--- src/rtl/sqcic_pkg.sv ---
package sqcic_pkg;

  // Strobes issued by the sequencer to the arithmetic datapath.
  typedef struct packed {
    logic sqLoad;   // capture the square of the current input
    logic integEn;  // advance the integrator chain by one squared sample
    logic combEn;   // run the comb chain and load the output register
  } cicStrobe_t;

endpackage

--- src/rtl/sqcic_ctrl.sv ---
module sqcic_ctrl
  import sqcic_pkg::*;
#(
  parameter int RATE = 16
) (
  input  logic       clk,
  input  logic       rst,
  input  logic       inValid,
  output cicStrobe_t strobe,
  output logic       outValid
);

  localparam int CNT_W = (RATE > 1) ? $clog2(RATE) : 1;
  localparam logic [CNT_W-1:0] LAST = CNT_W'(RATE - 1);

  logic [CNT_W-1:0] phaseCnt;
  logic             integEnQ;
  logic             combEnQ;
  logic             outValidQ;

  // Squarer register loads in the same cycle the sample is offered;
  // integrators advance one clock later; combs one clock after the
  // sixteenth integrator step; the output strobe one clock after that.
  always_ff @(posedge clk) begin
    if (rst) begin
      phaseCnt  <= '0;
      integEnQ  <= 1'b0;
      combEnQ   <= 1'b0;
      outValidQ <= 1'b0;
    end else begin
      integEnQ  <= inValid;
      combEnQ   <= integEnQ && (phaseCnt == LAST);
      outValidQ <= combEnQ;
      if (integEnQ) begin
        phaseCnt <= (phaseCnt == LAST) ? '0 : phaseCnt + 1'b1;
      end
    end
  end

  always_comb begin
    strobe.sqLoad  = inValid;
    strobe.integEn = integEnQ;
    strobe.combEn  = combEnQ;
  end

  assign outValid = outValidQ;

endmodule

--- src/rtl/sqcic_datapath.sv ---
module sqcic_datapath
  import sqcic_pkg::*;
#(
  parameter int IN_W   = 12,
  parameter int RATE   = 16,
  parameter int STAGES = 2
) (
  input  logic                 clk,
  input  logic                 rst,
  input  cicStrobe_t           strobe,
  input  logic [IN_W-1:0]      inSample,
  output logic [2*IN_W-2:0]    outData
);

  localparam int SQ_W  = 2 * IN_W - 1;
  localparam int SHIFT = STAGES * $clog2(RATE);
  localparam int ACC_W = SQ_W + SHIFT;

  // ---------------- squarer ----------------
  logic signed [IN_W-1:0] sampleS;
  logic        [SQ_W-1:0] sqNext;
  logic        [SQ_W-1:0] sqReg;

  assign sampleS = $signed(inSample);
  assign sqNext  = SQ_W'(sampleS * sampleS);

  always_ff @(posedge clk) begin
    if (rst) begin
      sqReg <= '0;
    end else if (strobe.sqLoad) begin
      sqReg <= sqNext;
    end
  end

  // ---------------- integrator chain ----------------
  logic [ACC_W-1:0] integQ [STAGES];
  logic [ACC_W-1:0] integD [STAGES];

  always_comb begin
    logic [ACC_W-1:0] runSum;
    runSum = {{SHIFT{1'b0}}, sqReg};
    for (int i = 0; i < STAGES; i++) begin
      runSum    = integQ[i] + runSum;
      integD[i] = runSum;
    end
  end

  for (genvar g = 0; g < STAGES; g++) begin : g_integ
    always_ff @(posedge clk) begin
      if (rst) begin
        integQ[g] <= '0;
      end else if (strobe.integEn) begin
        integQ[g] <= integD[g];
      end
    end
  end

  // ---------------- comb chain ----------------
  logic [ACC_W-1:0] combDly [STAGES];
  logic [ACC_W-1:0] combIn  [STAGES];
  logic [ACC_W-1:0] combOut;

  always_comb begin
    logic [ACC_W-1:0] diff;
    diff = integQ[STAGES-1];
    for (int i = 0; i < STAGES; i++) begin
      combIn[i] = diff;
      diff      = diff - combDly[i];
    end
    combOut = diff;
  end

  for (genvar g = 0; g < STAGES; g++) begin : g_comb
    always_ff @(posedge clk) begin
      if (rst) begin
        combDly[g] <= '0;
      end else if (strobe.combEn) begin
        combDly[g] <= combIn[g];
      end
    end
  end

  // ---------------- gain compensation and output ----------------
  always_ff @(posedge clk) begin
    if (rst) begin
      outData <= '0;
    end else if (strobe.combEn) begin
      outData <= combOut[ACC_W-1:SHIFT];
    end
  end

endmodule

--- src/rtl/sq_cic_decimator.sv ---
module sq_cic_decimator
  import sqcic_pkg::*;
#(
  parameter int IN_W   = 12,
  parameter int RATE   = 16,
  parameter int STAGES = 2
) (
  input  logic              clk,
  input  logic              rst,
  input  logic              inValid,
  input  logic [IN_W-1:0]   inSample,
  output logic              outValid,
  output logic [2*IN_W-2:0] outData
);

  cicStrobe_t strobe;

  sqcic_ctrl #(
    .RATE (RATE)
  ) u_ctrl (
    .clk      (clk),
    .rst      (rst),
    .inValid  (inValid),
    .strobe   (strobe),
    .outValid (outValid)
  );

  sqcic_datapath #(
    .IN_W   (IN_W),
    .RATE   (RATE),
    .STAGES (STAGES)
  ) u_dp (
    .clk      (clk),
    .rst      (rst),
    .strobe   (strobe),
    .inSample (inSample),
    .outData  (outData)
  );

endmodule

--- config.mk ---
export PLATFORM = sky130hd
export DESIGN_NAME = sq_cic_decimator
export DESIGN_NICKNAME = d
export VERILOG_FILES = /design/src/rtl/sqcic_pkg.sv /design/src/rtl/sqcic_ctrl.sv /design/src/rtl/sqcic_datapath.sv /design/src/rtl/sq_cic_decimator.sv
export SDC_FILE = /design/constraint.sdc
export NUM_CORES = 1
export LEC_CHECK = 0
export BUFFER_PORTS_ARGS = -buffer_cell sky130_fd_sc_hd__clkbuf_2
export CORE_MARGIN = 2
export CORE_UTILIZATION = 30
export DETAILED_ROUTE_END_ITERATION = 8
export GPL_ROUTABILITY_DRIVEN = 0
export PLACE_DENSITY_LB_ADDON = 0.08
export SLEW_MARGIN = 20
export SYNTH_ARGS = -nofsm -noshare
export SYNTH_HDL_FRONTEND = slang
export SYNTH_SLANG_ARGS = --single-unit
--- constraint.sdc ---
create_clock -name clk -period 5.8 [get_ports clk]
set_input_delay 0.87 -clock clk [delete_from_list [all_inputs] [get_ports clk]]
set_output_delay 0.87 -clock clk [all_outputs]
set_load 0.01 [all_outputs]
==> results of run 1 <==
==> critical path: cells and delay by family <==
| kind | cells | cell delay (ps) |
|---|---|---|
| AO/OA/AOI/OAI | 4 | 770 |
| XOR/XNOR | 1 | 150 |
| adder cells (fa/ha/maj) | 6 | 2690 |
| buffers and inverters | 5 | 500 |
| multiplexers | 1 | 130 |
| AND/OR/NAND/NOR | 4 | 610 |
==> Yosys cell counts (19+ instances only) <==
| cell type | count | share of area |
|---|---|---|
| xnor2_1 | 81 | 0.044 |
| fa_1 | 121 | 0.15 |
| and2_1 | 121 | 0.047 |
| nand2_1 | 99 | 0.023 |
| a21oi_1 | 104 | 0.032 |
| a21o_1 | 76 | 0.035 |
| dfxtp_1 | 52 | 0.064 |
| edfxtp_1 | 124 | 0.23 |
| inv_1 | 257 | 0.060 |
| o21ai_0 | 39 | 0.012 |
| mux2i_1 | 33 | 0.020 |
| nand2b_1 | 19 | 0.0073 |
| nor2_1 | 114 | 0.026 |
| clkbuf_1 | 31 | 0.0072 |
| ha_1 | 166 | 0.13 |
| nor3_1 | 19 | 0.0059 |
| xor2_1 | 43 | 0.023 |
==> through the flow <==
stage	util	cells	hold WS, ps	setup TNS, ps	setup WS [ps]
after floorplan	-	1688	450	0	28.5
after global placement	0.329	2452	438	-274	-133
after detailed placement	0.329	2452	441	-493	-203
after CTS	0.341	2484	451	0	304
after global routing	0.341	2484	476	0	57.7
final	0.341	2484	448	0	394
==> state kept, by name, summed over array words and instances, names as in the netlist <==
| name | cells |
|---|---|
| u_ctrl.outValid | 1 |
| u_dp.outData | 23 |
| u_ctrl.phaseCnt | 4 |
| u_dp.combDly | 62 |
| u_dp.sqReg | 22 |
| u_dp.integQ | 62 |
| u_ctrl.combEnQ | 1 |
| u_ctrl.integEnQ | 1 |
==> cell families after synthesis <==
logic type                 share of synthesized area
and+or+nand+nor                                0.138
buffers and inverters                         0.0700
AOI/OAI and AO/OA                              0.132
muxes                                         0.0204
adders and majority gates                      0.278
xor gates and xnor gates                      0.0684
DFF                                            0.294
==> placed cells by master (no fill, tap or decap), drive strengths merged, types with 16 or more instances in the layout <==
master    n
nand2    99
nor2    114
xnor2    81
dfxtp    52
and2    121
o21bai   16
xor2     43
clkbuf   55
a21oi   105
mux2i    33
o21a     16
ha      166
o21ai    54
fa      121
buf      70
nand2b   19
edfxtp  124
inv     261
nor3     19
a21o     78
==> area by class of cell <==
| type | count | area, µm² |
|---|---|---|
| Fill cell | 5530 | 35300 |
| Clock inverter | 15 | 184 |
| Inverter | 258 | 968 |
| Timing Repair Buffer | 108 | 728 |
| Clock buffer | 17 | 425 |
| Multi-Input combinational cell | 1214 | 10300 |
| Sequential cell | 176 | 4760 |
| Tap cell | 696 | 871 |
==> metal layers <==
layer	vias to the layer above	GRT usage	share of wire
met3	28	0.0171	0.016
met5	-	0	0.00038
li1	5825	-	-
met1	5228	0.167	0.49
met4	2	0.0380	0.014
met2	81	0.217	0.48
==> power by group through the flow <==
stage / sequential [W] / clock (W) / combinational [W]
2_1_floorplan: 0.00154 / 0 / 0.00397
5_1_grt: 0.00156 / 0.00132 / 0.00600
4_1_cts: 0.00155 / 0.00128 / 0.00532
6_report: 0.00155 / 0.00123 / 0.00519
3_5_place_dp: 0.00158 / 0 / 0.00530
3_3_place_gp: 0.00158 / 0 / 0.00529
==> worst min path at each step <==
| stage | endpoint | from | cells after the start |
|---|---|---|---|
| finish | u_dp.outData[20] | u_dp.outData[20] | 2 |
| global route | u_dp.outData[20] | u_dp.outData[20] | 2 |
| CTS | u_dp.outData[20] | u_dp.outData[20] | 2 |
| detailed placement | u_dp.outData[20] | u_dp.outData[20] | 2 |
| global placement | u_dp.outData[18] | u_dp.outData[18] | 2 |
| floorplan | u_dp.sqReg[2] | u_dp.sqReg[2] | 2 |
==> flow_results.org, run 1 <==
** Power and ir drop
- Power Density :: 436 nW/µm²
- Sequential share of power :: 0.194
- In this run the static leakage power is 8.68 nW.
- Combinational Power Share :: 0.652
- Cell internal power was estimated by the tool at between 0.004 and 0.005 W.
- Total net switching power :: ~0.0034 W
- Final Total Pwr :: 0.00797 W
- Of the total power, the clock network draws 0.154.
- IR analysis of the VDD net gives a maximum drop of 0.000247 V.
- Proportion of total power due to net switching :: 0.422

** CTS
- Number of levels in the clock H-tree :: 4
- Counting the buffers created by CTS gives 17.
- Clock latency on the worst-skew pair, taken at its later pin, is 450 ps.
- Clock root buffer :: clkbuf_16
- After clock tree synthesis, the clock-pin slew on the worst setup and hold paths is around 70 ps.
- Post-CTS Repair Setup Buffers :: 0
- TritonCTS built the clock tree.
- Number of buffers inserted for hold repair after clock tree synthesis :: 0
- The number of gates resized after CTS was 0.
- The clock passes through at most 2 buffers.
- Clk sink count :: 176

** Run
- Across the run, the number of max-cap violations was 0.

** Final layout
- At the end of the flow, the number of nets in the layout was 2077.
- Synth-to-layout area growth :: 12.8%
- 0 antenna diodes ended up in the layout.
- In the final layout, the share of cells above drive strength 1 is 0.0884.
- Post-route cell area :: 18300 µm²

** Critical path
- Across all register-to-register paths, the minimum setup slack is around 600 ps.
- Following the worst setup path forward leads to its endpoint at u_dp.sqReg[22].
- Worst r2r dst :: u_dp.integQ[1][27]
- Critical path's largest stage delay :: 500 ps
- STA classifies the critical path endpoint as a register.
- The number of cells on the worst reg-to-reg path is 21.
- Crit path required time :: 6140 ps
- Endpoint arrival time on the critical path :: 5740 ps
- The critical path starts at inSample[11].
- Crit Path Category :: in2reg
- Critical-path cell list :: clkbuf_2 > buf_4 > nand2_1 > fa_1 > inv_1 > fa_1 > fa_1 > fa_1 > inv_1 > fa_1 > inv_1 > ha_1 > nand4_1 > or3_1 > o21ai_0 > a21oi_2 > o211ai_1 > a41oi_1 > xnor2_1 > mux2i_1 > nor2_1
- Biggest fanout along the worst timing path :: 13
- Startpoint types :: input pin
- Cell type of the slowest stage on the worst timing path :: fa_1
- Critical path's most frequent cell :: fa_1
- The worst register-to-register path begins at u_dp.integQ[0][0].

** Placement
- Summed over all nets, the half-perimeter wirelength after detailed placement is ~28000 µm.
- Count of input and output buffers :: 38
- The placed instances occupy a cell area of 17700 µm².

** STA
- Of the available clock period, the critical path in the final layout requires 0.932.
- Slew of the pin with the lowest slew margin :: between 1000 and 1500 ps
- Unrepaired setup endpoints after global routing :: no
- On the final layout, the worst clock skew is 13.5 ps.
- The number of failing hold endpoints at the final stage came to 0.
- The total count of max-transition violations in the final report is 0.
- Setup violations, final :: 0
- Headroom to the max-slew limit came out at 0.300.
- Static timing analysis puts the maximum clock frequency at 185 MHz.
- The clock period could shrink to 5410 ps.

** GRT
- After global routing the overflow that remains totals 0.
- Overall fraction of global-route tracks in use :: 0.127
- Maximum number of pins on one net before global-route repair :: 65
- The number of global-route vias before repair is 11400.
- The number of antenna violations at the first check in global routing came to 1.
- First-pass GRT wire length :: 57600 µm

** Synth
- In this run the mean area of a mapped cell was 9.60 µm².
- Synthesis Warnings :: 0
- Among all flip-flop cells after synthesis, the most frequent one is edfxtp_1.
- Number of unique standard cell types used by synthesis :: 71
- Fraction of synthesis flops using an asynchronous set or reset pin :: 0
- The synthesized design contains roughly 120 enable-type register cells.
- Fraction of the yosys area taken by sequential cells :: 0.294
- The number of nets in the synthesized netlist is a little under 2000.
- Synthesis-stage register bit count :: 176
- Area of the mapped netlist :: roughly 16000 µm²
- Cells after Synth :: between 1500 and 2000

** Routing
- In the routed design, unresolved DRC markers number 0.
- Final wirelength :: around 34000 µm
- After detailed routing, the average wire length per cell comes to 13.7 µm.
- First drt pass iteration count :: 4
- The detail route stage leaves a number of antenna-violating nets equal to 0.
- In the routed layout, each cell is associated on average with a via count of 4.49.
- For this block, the via count after detailed routing is 11200.
- DR iter-0 viols :: 344

** Floorplanning
- Number of primary I/O pins :: 39
- The floorplan has 85 rows.
- The die is roughly 240 µm wide.
- For this configuration, the core starts out at a cell density of 0.302.
- Total die area :: 55900 µm²
- The core region is 53600 µm².
- Height of the chip :: 236 µm

** Hold path
- Path class of the lowest-slack min-delay path :: reg2reg

** Status
- Status :: complete, no violations
(Power assumes the default switching activity.)
==> run 2: changes to the inputs <==
RECOVER_POWER = 50   (was unset)
==> flow_results.org, run 2 (synthesized netlist as in run 1, its figures left out) <==
** Critical path
- Endpoint arrival time on the critical path :: 5740 ps (about the same)
- Biggest fanout along the worst timing path :: 13 (unchanged)
- The cell with the biggest individual delay on the critical path is fa_1 (unchanged).
- Critical-path cell list :: clkbuf_2 > buf_4 > nand2_1 > fa_1 > inv_1 > fa_1 > fa_1 > fa_1 > inv_1 > fa_1 > inv_1 > ha_1 > nand4_1 > or3_1 > o21ai_0 > a21oi_2 > o211ai_1 > a41oi_1 > xnor2_1 > mux2i_1 > nor2_1 (unchanged)
- Cell count of the worst reg-to-reg path :: 21 (unchanged)
- The required time at the worst-slack endpoint was 6140 ps (about the same).
- Startpoint types :: input pin (unchanged)
- The largest incremental delay on the critical path came to 500 ps (about the same).
- The most repeated library cell on the critical path is fa_1 (unchanged).
- The element type at the critical path end was a register (unchanged).
- Crit Path Category :: in2reg (unchanged)

** CTS
- The number of levels in the clock H-tree came to 4 (unchanged).
- Maximum buffer depth of the clock tree :: 2 (unchanged)
- The CTS tree is done (unchanged).
- Post-cts repair resize count :: 0 (unchanged)
- Later-pin clock latency in the skew report :: 450 ps (about the same)
- Clock root buffer :: clkbuf_16 (unchanged)
- Number of buffers inserted for hold repair after clock tree synthesis :: 0 (unchanged)
- The post-CTS setup buffer count is 0 (unchanged).
- Number of CTS-inserted buffers :: 17 (unchanged)
- Clk sink count :: 176 (unchanged)
- The CTS clock-pin slew for the worst setup and hold paths came to 70 ps (about the same).

** Routing
- Via count normalized by instance count :: 4.49 (about the same)
- The DRC violation total after the first TritonRoute iteration was 342 (was 344).
- The via count was 11200 (about the same).
- Residual antenna-violating net count after detailed routing :: 0 (unchanged)
- Wire per inst :: 13.7 µm (about the same)
- First drt pass iteration count :: 4 (unchanged)
- The final routed DRC violation total came to 0 (unchanged).
- Final wirelength :: 34100 µm (about the same)

** STA
- The final-layout worst hold slack came to 448 ps (about the same).
- Slew of the pin with the lowest slew margin :: 2400 ps (was 1050 ps)
- Worst Clk Skew :: 13.7 ps (was 13.5 ps)
- The final critical-path required period is 5410 ps (about the same).
- Unrepaired setup endpoints after global routing :: no (unchanged)
- Number of slew-limit violations in the final report :: 200 (was 0)
- Post-route setup slack :: 394 ps (about the same)
- The total setup violations reported at the end of the flow came to 0 (unchanged).
- Worst slew margin :: -0.603 (was 0.300)
- Maximum clock rate :: 185 MHz (about the same)
- The number of failing hold endpoints at the final stage came to 0 (unchanged).
- Period utilisation layout :: 0.932 (about the same)

** Status
- The final reports fail on max-capacitance violations, max-slew violations.
- Status: complete, but fails checks (was complete, no violations).

** Power and ir drop
- The switching power total is 0.00337 W (was 0.00336 W).
- Clk network pwr share :: 0.154 (about the same)
- Peak supply drop :: 0.000247 V (about the same)
- The relative contribution of combinational cells to total power was 0.652 (about the same).
- Internal power :: 0.00460 W (about the same)
- The total design power was 0.00797 W (about the same).
- Sequential share of power :: 0.194 (about the same)
- Proportion of total power due to net switching :: 0.422 (about the same)
- The leakage power came to 8.56 nW (was 8.68 nW).
- Power Density :: 437 nW/µm² (was 436 nW/µm²)

** Placement
- Pre-CTS setup slack :: -203 ps (unchanged)
- The post-DP HPWL came to 28000 µm (unchanged).
- The cell area after placement was 17700 µm² (unchanged).
- Count of input and output buffers :: 38 (unchanged)

** Floorplanning
- The cell row count is 85 (unchanged).
- The count of boundary I/O pins was 39 (unchanged).
- Height of the chip :: 236 µm (unchanged)
- Total die area :: 55900 µm² (unchanged)
- Core region area :: 53600 µm² (unchanged)
- Effective utilization at floorplan :: 0.302 (unchanged)
- The width of the chip came to 236 µm (unchanged).

** Run
- The number of max-cap violations came to 4 (was 0).

** Hold path
- The worst hold path stage count is 2 (unchanged).
- Path class of the lowest-slack min-delay path :: reg2reg (unchanged)

** GRT
- The total global routing overflow is 0 (unchanged).
- Number of global-route vias before repair :: 11400 (unchanged)
- First-pass GRT wire length :: 57600 µm (unchanged)
- The number of antenna violations at the first check in global routing came to 1 (unchanged).
- Maximum number of pins on one net before global-route repair :: 65 (unchanged)
- The all-layer global routing usage came to 0.127 (unchanged).

** Final layout
- The fraction of layout instances using a drive strength above 1 is 0.0716 (was 0.0884).
- Synth-to-layout area growth :: 12.5% (was 12.8%)
- Antenna Cells :: 0 (unchanged)
- Post-route cell area :: 18200 µm² (was 18300 µm²)
- The layout filler cell count was 5549 (was 5530).
- Leading cell types in the layout, fill and taps excluded: inv_1 (256), ha_1 (165), edfxtp_1 (124) (unchanged).
- The count of nets after finishing is 2077 (unchanged).
- Regs by FF count :: u_dp.combDly (62), u_dp.integQ (62), u_dp.outData (23) (unchanged)
- Most frequent standard cell in the layout excluding fill and tap cells :: inv_1 (unchanged)
[run 2: cell types whose count changed in the layout (fill, tap and decap cells not counted), moves of 5 or more]
cell	delta
and2_0	+12
and2_1	-12
buf_4	-5
clkbuf_1	+28
clkbuf_2	-23
[run 2: layout make-up]
type                       instances  area, µm²  share of cell area
tap                              696        871              0.0478
multi-input combinational       1214      10300               0.567
inverter                         258        968              0.0531
clock buffer                      17        425              0.0233
clock inverter                    15        184              0.0101
timing repair buffer             108        681              0.0373
sequential                       176       4760               0.261
[run 2: worst paths after layout]
kind	slack [ps]	startpoint	end
max	390	inSample[11]	u_dp.sqReg[22]
min	450	u_dp.outData[20]	u_dp.outData[20]
max reg2reg	600	u_dp.integQ[0][0]	u_dp.integQ[1][27]
min reg2reg	450	u_dp.outData[20]	u_dp.outData[20]
[run 2: through the flow]
stage                     std cells  TNS (ps)  utilization
after floorplan                1688         0            -
after global placement         2452      -274        0.329
after detailed placement       2452      -493        0.329
after CTS                      2484         0        0.341
after global routing           2484         0        0.340
final                          2484         0        0.340
[run 2: power by group through the flow]
stage | sequential [W] | clock [W] | combinational (W)
after floorplan | 0.00154 | 0 | 0.00397
after global placement | 0.00158 | 0 | 0.00529
after detailed placement | 0.00158 | 0 | 0.00530
after CTS | 0.00155 | 0.00128 | 0.00532
after global routing | 0.00156 | 0.00132 | 0.00600
final | 0.00155 | 0.00123 | 0.00519
[run 2: layer usage]
metal  vias up  global-route usage  part of all wire
li1       5824                   -                 -
met1      5213               0.167              0.49
met2        82               0.217              0.48
met3        30              0.0171             0.019
met4         2              0.0380             0.015
met5         -                   0           0.00038
[run 2: worst max-delay path, delay by kind of cell]
family / cells / cell delay, ps
adder cells (fa/ha/maj): 6 / 2690
AO/OA/AOI/OAI: 4 / 770
AND/OR/NAND/NOR: 4 / 610
buffers and inverters: 5 / 500
XOR/XNOR: 1 / 150
multiplexers: 1 / 130
